==> src/rtl/resv_pkg.sv <==
package resv_pkg;
   localparam int LAT_BITS    = 8;
   localparam int MAX_CLASSES = 16;

   typedef logic [MAX_CLASSES*LAT_BITS-1:0] lat_tbl_t;

   // largest distance among the first n table entries
   function automatic int max_lat(input lat_tbl_t tbl, input int n);
      int m;
      m = 0;
      for (int i = 0; i < n; i++) begin
         if (int'(tbl[i*LAT_BITS +: LAT_BITS]) > m) m = int'(tbl[i*LAT_BITS +: LAT_BITS]);
      end
      return m;
   endfunction

   function automatic int min_lat(input lat_tbl_t tbl, input int n);
      int m;
      m = 255;
      for (int i = 0; i < n; i++) begin
         if (int'(tbl[i*LAT_BITS +: LAT_BITS]) < m) m = int'(tbl[i*LAT_BITS +: LAT_BITS]);
      end
      return m;
   endfunction
endpackage

==> src/rtl/resv_lat_decode.sv <==
module resv_lat_decode #(
   parameter int                 NCLS    = 4,
   parameter int                 CLS_W   = 2,
   parameter int                 IDX_W   = 5,
   parameter resv_pkg::lat_tbl_t LAT_TBL = '0
) (
   input  logic [CLS_W-1:0] cls,
   output logic [IDX_W-1:0] idx
);
   logic [IDX_W-1:0] cls_idx [NCLS];

   // slot index = distance - 2 (index 0 is two cycles ahead)
   for (genvar g = 0; g < NCLS; g++) begin : g_cls
      localparam int LAT = int'(LAT_TBL[g*resv_pkg::LAT_BITS +: resv_pkg::LAT_BITS]);
      if (LAT < 2) begin : g_bad
         $error("class distance must be at least 2 cycles");
      end
      assign cls_idx[g] = IDX_W'(LAT - 2);
   end

   always_comb begin
      idx = '0;
      for (int i = 0; i < NCLS; i++) begin
         if (cls == CLS_W'(i)) idx = cls_idx[i];
      end
   end
endmodule

==> src/rtl/resv_slot_vector.sv <==
module resv_slot_vector #(
   parameter int W     = 24,
   parameter int IDX_W = 5
) (
   input  logic             clk,
   input  logic             rst,
   input  logic [IDX_W-1:0] idx,
   input  logic             book,
   output logic             busy,
   output logic [W-1:0]     vec_q
);
   logic [W-1:0] aged;
   logic [W-1:0] book_mask;

   // aging step: every booking moves one cycle closer
   if (W == 1) begin : g_single
      assign aged = '0;
   end else begin : g_multi
      assign aged = {1'b0, vec_q[W-1:1]};
   end

   assign busy      = aged[idx];
   assign book_mask = W'(book) << idx;

   always_ff @(posedge clk) begin
      if (rst) vec_q <= '0;
      else     vec_q <= aged | book_mask;
   end
endmodule

==> src/rtl/resv_write_port_booker.sv <==
module resv_write_port_booker #(
   parameter int                 NCLS    = 4,
   parameter resv_pkg::lat_tbl_t LAT_TBL = {96'd0, 8'd25, 8'd7, 8'd4, 8'd2},
   localparam int                CLS_W   = (NCLS > 1) ? $clog2(NCLS) : 1
) (
   input  logic             clk,
   input  logic             rst,
   input  logic             dec_valid,
   input  logic [CLS_W-1:0] dec_class,
   output logic             stall,
   output logic             accept
);
   localparam int MAXL  = resv_pkg::max_lat(LAT_TBL, NCLS);
   localparam int MINL  = resv_pkg::min_lat(LAT_TBL, NCLS);
   localparam int W     = MAXL - 1;
   localparam int IDX_W = (W > 1) ? $clog2(W) : 1;

   if (NCLS < 1 || NCLS > resv_pkg::MAX_CLASSES) begin : g_bad_ncls
      $error("NCLS out of range");
   end
   if (MINL < 2) begin : g_bad_lat
      $error("every class needs a distance of at least 2");
   end

   logic [IDX_W-1:0] slot_idx;
   logic             slot_busy;
   logic [W-1:0]     slot_vec;

   resv_lat_decode #(
      .NCLS(NCLS), .CLS_W(CLS_W), .IDX_W(IDX_W), .LAT_TBL(LAT_TBL)
   ) u_dec (
      .cls(dec_class),
      .idx(slot_idx)
   );

   resv_slot_vector #(.W(W), .IDX_W(IDX_W)) u_vec (
      .clk  (clk),
      .rst  (rst),
      .idx  (slot_idx),
      .book (accept),
      .busy (slot_busy),
      .vec_q(slot_vec)
   );

   assign stall  = dec_valid &  slot_busy;
   assign accept = dec_valid & ~slot_busy;
endmodule

==> config.mk <==
export PLATFORM = sky130hd
export DESIGN_NAME = resv_write_port_booker
export DESIGN_NICKNAME = d
export VERILOG_FILES = /design/src/rtl/resv_pkg.sv /design/src/rtl/resv_lat_decode.sv /design/src/rtl/resv_slot_vector.sv /design/src/rtl/resv_write_port_booker.sv
export SDC_FILE = /design/constraint.sdc
export NUM_CORES = 1
export LEC_CHECK = 0
export BUFFER_PORTS_ARGS = -buffer_cell sky130_fd_sc_hd__buf_2
export CORE_AREA = 3 3 46 48
export CTS_BUF_LIST = sky130_fd_sc_hd__clkbuf_8
export CTS_CLUSTER_DIAMETER = 100
export CTS_CLUSTER_SIZE = 14
export DETAILED_ROUTE_END_ITERATION = 12
export DIE_AREA = 0 0 49 51
export PLACE_DENSITY = 0.61
export SETUP_SLACK_MARGIN = 0.15
export SLEW_MARGIN = 5
export SYNTH_ARGS = -nofsm -noshare
export SYNTH_HDL_FRONTEND = slang
export SYNTH_SLANG_ARGS = --single-unit
==> constraint.sdc <==
create_clock -name clk -period 0.8 [get_ports clk]
set_input_delay 0.12 -clock clk [delete_from_list [all_inputs] [get_ports clk]]
set_output_delay 0.12 -clock clk [all_outputs]
set_load 0.005 [all_outputs]
; ---- Yosys cells after proc, flatten, opt, wreduce, memory -nomap -nowiden
; Cells that the tools add are included.
[op_classes]
order_cmp = 1
eq_ne = 3
shift = 1
n_mux = 5
n_bitwise = 4
[ops]
columns = op, n
row1 = 23-bit by 24-bit OR with 24-bit output, 1
row2 = 1-bit by 5-bit << shifter with 24-bit output, 1
row3 = "5-bit by 6-bit less-than comparator with 1-bit output, second input constant", 1
row4 = 1-bit binary-select mux with 5-bit select, 1
row5 = 5-bit 2-to-1 mux, 1
row6 = "2-bit == test, second input constant", 2
row7 = 3-bit 2-to-1 mux, 1
row8 = 1-bit bitwise AND, 2
row9 = "2-bit by 1-bit == test with 1-bit output, second input constant", 1
row10 = 2-bit 2-to-1 mux, 1
row11 = 1-bit 2-to-1 mux, 1
row12 = 1-bit NOT, 1
[word_totals]
register_bits = 24
inputBits = 5
output_inout_bits = 2
wordCells = 15

; ---- Logic depth before layout (Yosys ltp)
; Gate-level depths: netlist (run 1).
[depth]
ltp_word = 10
depth_mapped = 2
depth_no_buf = 2

; ---- Modules after synthesis
; From an unflattened synthesis (run 1), not the netlist that was laid out.
[hier_totals]
cells_unflattened = 123
area_unflattened_um2 = 1096.1
[modules_own_cells]
columns = mod, instances, cells_each, area_per_inst_um2, seq_area_each_um2
row1 = resv_slot_vector, 1, 115, 1047.3, 480.5
row2 = resv_lat_decode, 1, 6, 32.5, 0.0
row3 = resv_write_port_booker, 1, 2, 16.3, 0.0

; ---- Worst setup path after synthesis (run 1)
; OpenSTA, ideal clock, no wires.
[synth_timing]
path_type = reg2out
start = register u_vec.vec_q[6]
end = output port accept
arrival_time_ns = 0.603
required_time_ns = 0.680
slack_ns = 0.077
path_stages_with_launch = 3
n_path_buf = 0
cell_sequence = dfxtp_1 -> mux2i_1 -> o211a_1
[synth_between]
elab_chain_len = 4
[synth_lines]
columns = item, line_no
row1 = start: declaration, resv_slot_vector.sv:10  ; output logic [W-1:0] vec_q
row2 = start signal: assignment, resv_slot_vector.sv:27  ; else vec_q <= aged | book_mask;
row3 = 1-bit binary-select mux with 5-bit select, resv_slot_vector.sv:22  ; assign busy = aged[idx];
row4 = 1-bit 2-to-1 mux (not written as such), resv_slot_vector.sv:22
row5 = 1-bit NOT, resv_write_port_booker.sv:46  ; assign accept = dec_valid & ~slot_busy;
row6 = 1-bit bitwise AND, resv_write_port_booker.sv:46
row7 = end: declaration, resv_write_port_booker.sv:11  ; output logic accept
; No other way between the ends. The select of a mux whose other input is x is not followed.

; ---- Worst setup path after layout (run 1)
; Same ends and word-level chain as after synthesis.

==> qor.yml, run 1 <==
violations: "setup timing"
drive_above_1_share: 0.2059
first_pass_iters: 3
critPathRequiredTime_ns: 0.68
drc: 0
avgSynthCellArea_sq_um: 11.76
reg.largest.list: "u_vec.vec_q x23"
final_common_cell: "dfxtp_1"
cts_buffer_depth: 2
antenna_cells: 0
io_buffers: 6
die_w_um: 49
postCtsSetupRepairBufs: 0
post-route-worst-setup-slack_ns: -0.3484
finalClockSkew_ns: 0.003904
overflow: 0
p_total_uw: 1880
critPathLaunch: "u_vec.vec_q[6]"
critPathKind: "reg -> out"
dpl.hpwl_um: 609.4
synth_area_sq_um: 681.9
die_h_um: 51
whs_ns: 0.1502
cap_violations: 0
grt_usage: 0.08333
drt-vias-per-instance: 4.108
relSlewSlack: 0.8732
cp_max_fo: 2
post-route-period-util: 1.436
slew_viol_final: 0
end_kind: "primary output"
rsz0062_at_grt: "yes"
status: "finished, violations left"
power_leakage_uw: 0.0003301
final_cell_mix: "21 x dfxtp_1, 20 x nor2b_1, 6 x buf_2, 4 x inv_1"
synthToLayoutAreaGrowth_pct: 19.08
yosysUniqueCellTypes: 11
period_minus_slack_ns: 1.148
num_io_pins: 7
antenna_left: 0
insertion_delay_ns: 0.25
synth_seq_cells: 23
cts_sinks: 23
rr_endpoint: "u_vec.vec_q[5]"
dieArea_sq_um: 2499
largest-register: "u_vec.vec_q"
ys_seq_area_frac: 0.6752
numCtsBuffers: 3
dp_slack_ns: -0.08356
irDropWorstVdd_v: 0.001221
final_nets: 74
antenna_found_initial: 0
rr_startpoint: "u_vec.vec_q[6]"
coreArea_sq_um: 1745
path_clk_slew_ns: 0.07
regToRegSetupSlack_ns: 0.25
setup_viol_count_final: 2
routed_wl_um: 855
cp.arrival_ns: 1.03
wl_per_cell_um: 9.194
largest_register_ff_count: 23
hold_violations: 0
max_slew.worst_pin.slew_ns: 0.1865
htree_levels: 1
fin_util: 0.4652
drt-initial-drc-count: 3
row_count: 15
grt_max_degree: 17
fmax_mhz: 870.8
n_fill_cell: 161
gp_congestion: 0.7660
pwr_density_cell_nw_per_um2: 2315
synth_cells: 58
start_util: 0.3907
cp-endpoint: "accept"
first_global_vias: 372
grt_pass1_wl_mm: 1.566
cts_tree: "done"
worstSetupStartpointType: "register"
root_buffer: "clkbuf_8"
hold_path.class: "in -> reg"
reg2reg_depth: 2
syn-num-nets: 63
yosys_warnings: 0
route.vias.total: 382
## what timing repair did
action | in CTS | in global routing
pin swaps | 1 | 1
setup endpoints to repair | 2 | 2
hold buffers | 0 | 0
gates resized for setup | 2 | 1
## kinds of logic (layout without fill, tap and decap cells)
family	after synthesis	after routing	synth area share
simple gates	25	25	0.2404
flops	23	23	0.6752
buf+inv	5	15	0.03119
compound gates	4	4	0.03854
mux	1	1	0.01468
## synthesized netlist by cell type, drive strengths merged
cell    instances  share of area
nor2b          20           0.18
and4b           1          0.015
a21oi           2          0.015
nand2b          1         0.0092
buf             2          0.015
mux2i           1          0.015
inv             3          0.017
nand3b          3          0.033
o211a           1          0.015
dfxtp          23           0.68
o22ai           1         0.0092
## layout make-up
type	count	area, sq um	share of cell area
sequential	23	462.9	0.5701
tap	25	31.28	0.03852
timing repair buffer	8	57.56	0.07088
clock buffer	3	41.29	0.05085
clock inverter	1	3.754	0.004622
inverter	3	11.26	0.01387
multi-input combinational	30	203.9	0.2512
## how the worst min path moves through the flow
stage | end | cells after the start | startpoint | slack [ns]
2_1_floorplan | u_vec.vec_q[11] | 1 | rst | 0.19
3_3_place_gp | u_vec.vec_q[11] | 1 | u_vec.vec_q[12] | 0.42
3_5_place_dp | u_vec.vec_q[20] | 1 | u_vec.vec_q[21] | 0.42
4_1_cts | u_vec.vec_q[3] | 2 | rst | 0.16
5_1_grt | u_vec.vec_q[6] | 2 | rst | 0.17
6_report | u_vec.vec_q[3] | 2 | rst | 0.15
## worst max-delay path, stage by stage (launching register included)
cell and delay [ns]:
dfxtp_2 0.33, mux2i_2 0.18, o211a_1 0.17, buf_2 0.11
## through the flow
stage          area [sq um]  std cells  setup TNS, ns
2_1_floorplan         681.9         58              0
3_3_place_gp          760.7         89       -0.01605
3_5_place_dp          760.7         89        -0.1157
4_1_cts               810.8         93        -0.6701
5_1_grt               812.0         93        -0.7431
6_report              812.0         93        -0.6659
## power by group
| group | internal, uW | total, uW | switching (uW) | leakage, uW |
|---|---|---|---|---|
| Combinational | 35.6 | 71.7 | 36.1 | 0.000117 |
| Sequential | 1150 | 1150 | 1.93 | 0.000187 |
| Clock | 341 | 654 | 313 | 0.0000269 |
| Total | 1530 | 1880 | 351 | 0.000330 |
## metal layers
layer,GRT usage,vias up,share of wire
li1,-,202,-
met1,0.1099,176,0.53
met2,0.1222,2,0.44
met3,0.01749,2,0.013
met4,0.05687,0,0.0082
met5,0,-,0
(Power assumes the default switching activity.)
==> run 2: changes to the inputs <==
--- a/config.mk
+++ b/config.mk
@@ -5,7 +5,7 @@
 export SDC_FILE = /design/constraint.sdc
 export NUM_CORES = 1
 export LEC_CHECK = 0
-export BUFFER_PORTS_ARGS = -buffer_cell sky130_fd_sc_hd__buf_2
+export BUFFER_PORTS_ARGS = -buffer_cell sky130_fd_sc_hd__buf_4
 export CORE_AREA = 3 3 46 48
 export CTS_BUF_LIST = sky130_fd_sc_hd__clkbuf_8
 export CTS_CLUSTER_DIAMETER = 100
@@ -13,6 +13,7 @@
 export DETAILED_ROUTE_END_ITERATION = 12
 export DIE_AREA = 0 0 49 51
 export PLACE_DENSITY = 0.61
+export REMOVE_ABC_BUFFERS = 1
 export SETUP_SLACK_MARGIN = 0.15
 export SLEW_MARGIN = 5
 export SYNTH_ARGS = -nofsm -noshare
==> qor.yml, run 2 (same netlist as run 1, synthesis figures left out) <==
status: "finished, violations left"
violations: "setup timing"
cp_slowest_cell: "dfxtp_2"
seq_area_sq_um: 462.9
cts_tree: "done"
period_minus_slack_ns: 1.133
relSlewSlack: 0.8770
setup_viol_count_final: 2
finalClockSkew_ns: 0.002758
overflow: 0
grt_usage: 0.08323
critPathMaxStageDelay_ns: 0.33
grtUsageMet3: 0.06122
pwr_density_cell_nw_per_um2: 2245
start_util: 0.3907
drc: 0
reg.largest.list: "u_vec.vec_q x23"
drt-initial-drc-count: 2
grt_max_degree: 14
met2_usage: 0.09955
worst_hold_startpoint: "rst"
hold_depth: 2
fmax_mhz: 882.9
use_met1: 0.1113
grt_busiest_layer: "met1"
critPathKind: "reg -> out"
dp_slack_ns: -0.06818
rsz0062_at_grt: "yes"
hold_violations: 0
post-route-worst-setup-slack_ns: -0.3326
largest_register_ff_count: 23
antenna_cells: 0
numCtsBuffers: 3
htree_levels: 1
coreArea_sq_um: 1745
cp.arrival_ns: 1.01
multi_input_area_sq_um: 207.7
holdBufCountCts: 0
cap_violations: 0
row_count: 15
dpl.hpwl_um: 554.4
cts_sinks: 23
gp_congestion: 0.6865
place_area_sq_um: 775.7
grt_pass1_wl_mm: 1.518
regToRegSetupSlack_ns: 0.06
first_global_vias: 332
drt-vias-per-instance: 4.074
final_nets: 76
slew_viol_final: 0
insertion_delay_ns: 0.26
wl_per_cell_um: 9.274
cp_top_family: "flip-flops"
final_common_cell: "dfxtp_1"
end_kind: "primary output"
cp_cell_sequence: "mux2i_2, o211a_1, buf_4"
cp_max_fo: 2
die_h_um: 51
io_buffers: 6
routed_wl_um: 881
first_pass_iters: 2
die_w_um: 49
hold_path.class: "in -> reg"
dieArea_sq_um: 2499
antenna_found_initial: 0
postLayoutCellArea_sq_um: 850.8
critPathRequiredTime_ns: 0.68
antenna_left: 0
reg2reg_depth: 4
holdPathEnd: "u_vec.vec_q[5]"
power_leakage_uw: 0.0003446
rr_startpoint: "u_vec.vec_q[6]"
worstSetupStartpointType: "register"
final_cell_mix: "21 x dfxtp_1, 20 x nor2b_1, 8 x buf_4, 3 x nand3b_1, 3 x clkbuf_8"
post-route-period-util: 1.416
largest-register: "u_vec.vec_q"
path_clk_slew_ns: 0.07
crit_buf_inv: 1
drive_above_1_share: 0.2714
synthToLayoutAreaGrowth_pct: 24.77
num_io_pins: 7
max_slew.worst_pin.slew_ns: 0.1810
route.vias.total: 387
rr_endpoint: "u_vec.vec_q[5]"
cts_buffer_depth: 2
n_fill_cell: 169
irDropWorstVdd_v: 0.001439
root_buffer: "clkbuf_8"
[run 2: cell count changes in the layout (fill, tap and decap cells not counted), sizes merged]
cell	previous run	this run
buf	8	10
inv	4	3
clkinv	0	1
[run 2: worst max path at each step]
| stage | cells after the start | from | end | slack, ns |
|---|---|---|---|---|
| after floorplan | 2 | u_vec.vec_q[6] | accept | 0.08 |
| after global routing | 3 | u_vec.vec_q[6] | accept | -0.40 |
| after global placement | 3 | u_vec.vec_q[6] | accept | -0.03 |
| after CTS | 3 | u_vec.vec_q[6] | accept | -0.35 |
| after detailed placement | 3 | u_vec.vec_q[6] | accept | -0.07 |
| final | 3 | u_vec.vec_q[6] | accept | -0.33 |
[run 2: cell type report]
class	instances	share of cell area
Inverter	3	0.01324
Multi-Input combinational cell	30	0.2441
Clock buffer	3	0.04853
Sequential cell	23	0.5441
Clock inverter	1	0.005882
Tap cell	25	0.03676
Timing Repair Buffer	10	0.1074
[run 2: repair_timing]
| action | 4_1_cts | 5_1_grt |
|---|---|---|
| endpoints found under the hold margin | 0 | 0 |
| setup endpoints to repair | 2 | 3 |
| pin swaps | 1 | 2 |
| buffers inserted | 1 | 1 |
| gates resized for setup | 1 | 5 |
[run 2: metrics by stage]
stage | power, uW | std cells | TNS (ns) | hold WS (ns) | util
5_1_grt | 1996 | 95 | -0.7638 | 0.1276 | 0.4875
3_5_place_dp | 1259 | 89 | -0.1007 | 0.4118 | 0.4444
3_3_place_gp | 1258 | 89 | -0.05479 | 0.4073 | 0.4444
2_1_floorplan | 1199 | 56 | 0 | 0.1891 | -
4_1_cts | 1942 | 94 | -0.6839 | 0.1272 | 0.4760
6_report | 1910 | 95 | -0.6384 | 0.1210 | 0.4875
[run 2: per-layer routing]
layer / share of wire / vias to the layer above / wire length [um]
li1: - / 205 / -
met1: 0.54 / 171 / 473
met2: 0.39 / 11 / 347
met3: 0.068 / 0 / 60
met4: 0 / 0 / 0
met5: 0 / - / 0
[run 2: report_power, final]
group	switching (uW)	total (uW)	leakage, uW	internal (uW)
registers	1.88	1150	0.000187	1150
clock network	329	676	0.0000255	346
logic	37.0	80.2	0.000132	43.2
total	368	1910	0.000345	1540
[run 2: worst register-to-register path: cells and delay by family (launching register included)]
family	cells	cell delay, ns
compound gates	1	0.04
buf+inv	3	0.26
flops	1	0.33
==> run 3: changes to the inputs <==
--- a/config.mk
+++ b/config.mk
@@ -6,13 +6,13 @@
 export NUM_CORES = 1
 export LEC_CHECK = 0
 export BUFFER_PORTS_ARGS = -buffer_cell sky130_fd_sc_hd__buf_4
-export CORE_AREA = 3 3 46 48
+export CORE_AREA = 3 3 40 42
 export CTS_BUF_LIST = sky130_fd_sc_hd__clkbuf_8
 export CTS_CLUSTER_DIAMETER = 100
 export CTS_CLUSTER_SIZE = 14
 export DETAILED_ROUTE_END_ITERATION = 12
-export DIE_AREA = 0 0 49 51
-export PLACE_DENSITY = 0.61
+export DIE_AREA = 0 0 43 45
+export PLACE_DENSITY = 0.77
 export REMOVE_ABC_BUFFERS = 1
 export SETUP_SLACK_MARGIN = 0.15
 export SLEW_MARGIN = 5
==> qor.yml, run 3 (same netlist as run 1, synthesis figures left out) <==
status: "finished, violations left"
violations: "setup timing"
num_io_pins: 7
io_buffers: 6
period_minus_slack_ns: 1.162
cp.arrival_ns: 1.04
setup_tns_ns: -0.6886
path_clk_slew_ns: 0.07
reg2reg_depth: 3
first_pass_iters: 2
reg.largest.list: "u_vec.vec_q x23"
drt-vias-per-instance: 4.583
die_h_um: 45
antenna_left: 0
row_count: 13
relSlewSlack: 0.8684
cts_tree: "done"
regToRegSetupSlack_ns: 0.15
antenna_found_initial: 0
cap_violations: 0
start_util: 0.5307
setup_viol_count_final: 2
hold_path.class: "in -> reg"
final_common_cell: "dfxtp_1"
drc: 0
postCtsSetupRepairBufs: 0
die_w_um: 43
htree_levels: 1
largest-register: "u_vec.vec_q"
multi_input_area_sq_um: 203.9
critPathRequiredTime_ns: 0.68
cp_max_fo: 2
first_global_vias: 381
hold_violations: 0
synthToLayoutAreaGrowth_pct: 20.55
irDropWorstVdd_v: 0.001894
holdBufCountCts: 0
coreArea_sq_um: 1285
wl_per_cell_um: 11.89
max_slew.worst_pin.slew_ns: 0.1918
grt_pass1_wl_mm: 1.642
antenna_cells: 0
dieArea_sq_um: 1935
hold_depth: 2
critPathMaxStageDelay_ns: 0.34
post-route-period-util: 1.453
finalClockSkew_ns: 0.001233
grt_usage: 0.1090
cts_sinks: 23
gp_congestion: 0.7210
power_leakage_uw: 0.0003406
seq_area_sq_um: 461.7
final_nets: 75
end_kind: "primary output"
largest_register_ff_count: 23
cp_slowest_cell: "dfxtp_2"
drive_above_1_share: 0.2319
route.vias.total: 385
slew_viol_final: 0
numCtsBuffers: 3
grt_max_degree: 16
rr_startpoint: "u_vec.vec_q[3]"
insertion_delay_ns: 0.25
critPathKind: "reg -> out"
critPathLaunch: "u_vec.vec_q[3]"
rr_endpoint: "u_vec.vec_q[2]"
worstSetupStartpointType: "register"
root_buffer: "clkbuf_8"
drt-initial-drc-count: 2
post-route-worst-setup-slack_ns: -0.3620
whs_ns: 0.1015
cp_cell_sequence: "nand3b_1, o22ai_1, buf_4"
overflow: 0
pwr_density_cell_nw_per_um2: 2324
n_fill_cell: 100
final_cell_mix: "22 x dfxtp_1, 20 x nor2b_1, 8 x buf_4, 3 x nand3b_1, 3 x clkbuf_8"
cts_buffer_depth: 2
cp-endpoint: "stall"
rsz0062_at_grt: "yes"
fmax_mhz: 860.6
routed_wl_um: 999
==> run 3: changes by cell type in the layout (fill, tap and decap cells not counted) <==
cell	delta
buf_6	-1
dfxtp_1	+1
dfxtp_2	-1
mux2i_1	+1
mux2i_2	-1
==> run 3: metal layers <==
layer / vias to the layer above / part of all wire / global-route usage / wire, um
met5: - / 0 / 0 / 0
met4: 0 / 0 / 0.01807 / 0
met3: 0 / 0.020 / 0.01594 / 20
met2: 2 / 0.50 / 0.1916 / 500
met1: 181 / 0.48 / 0.1457 / 478
li1: 202 / - / - / -
==> run 3: worst min path at each step <==
| stage | start | end | slack (ns) |
|---|---|---|---|
| after floorplan | rst | u_vec.vec_q[2] | 0.19 |
| after global placement | rst | u_vec.vec_q[1] | 0.38 |
| after detailed placement | rst | u_vec.vec_q[1] | 0.38 |
| after CTS | rst | u_vec.vec_q[3] | 0.11 |
| after global routing | rst | u_vec.vec_q[2] | 0.11 |
| final | rst | u_vec.vec_q[2] | 0.10 |
==> run 3: what timing repair did <==
| item | in CTS | in global routing |
|---|---|---|
| resized for setup | 2 | 1 |
| endpoints found under the setup margin | 3 | 3 |
| cloned | 0 | 0 |
| pin swaps | 1 | 0 |
==> run 3: per-stage QoR <==
step	cells	cell area (sq um)	power, uW	util	setup WS (ns)
after floorplan	56	671.9	1199	-	0.07685
after global placement	80	770.7	1258	0.5998	-0.03279
after detailed placement	80	770.7	1261	0.5998	-0.08848
after CTS	84	818.3	1926	0.6368	-0.3589
after global routing	84	822.0	1983	0.6397	-0.4047
final	84	822.0	1911	0.6397	-0.3620
==> run 3: worst max-delay path: cells and delay by family, from the launching register on <==
family	cells	cell delay, ns
simple gates	1	0.10
flops	1	0.34
buf+inv	1	0.14
compound gates	1	0.21
==> run 3: power by group <==
part           internal, uW  switching (uW)
clock network           346             329
logic                  43.5            37.9
registers              1150            2.28
total                  1540             369
==> run 3: cell type report <==
type	instances	share of cell area
well taps	15	0.02283
flip-flops and latches	23	0.5616
clock inverters	1	0.006088
clock buffers	3	0.05023
multi-input cells	30	0.2481
repair buffers	9	0.09741
inverters	3	0.01370
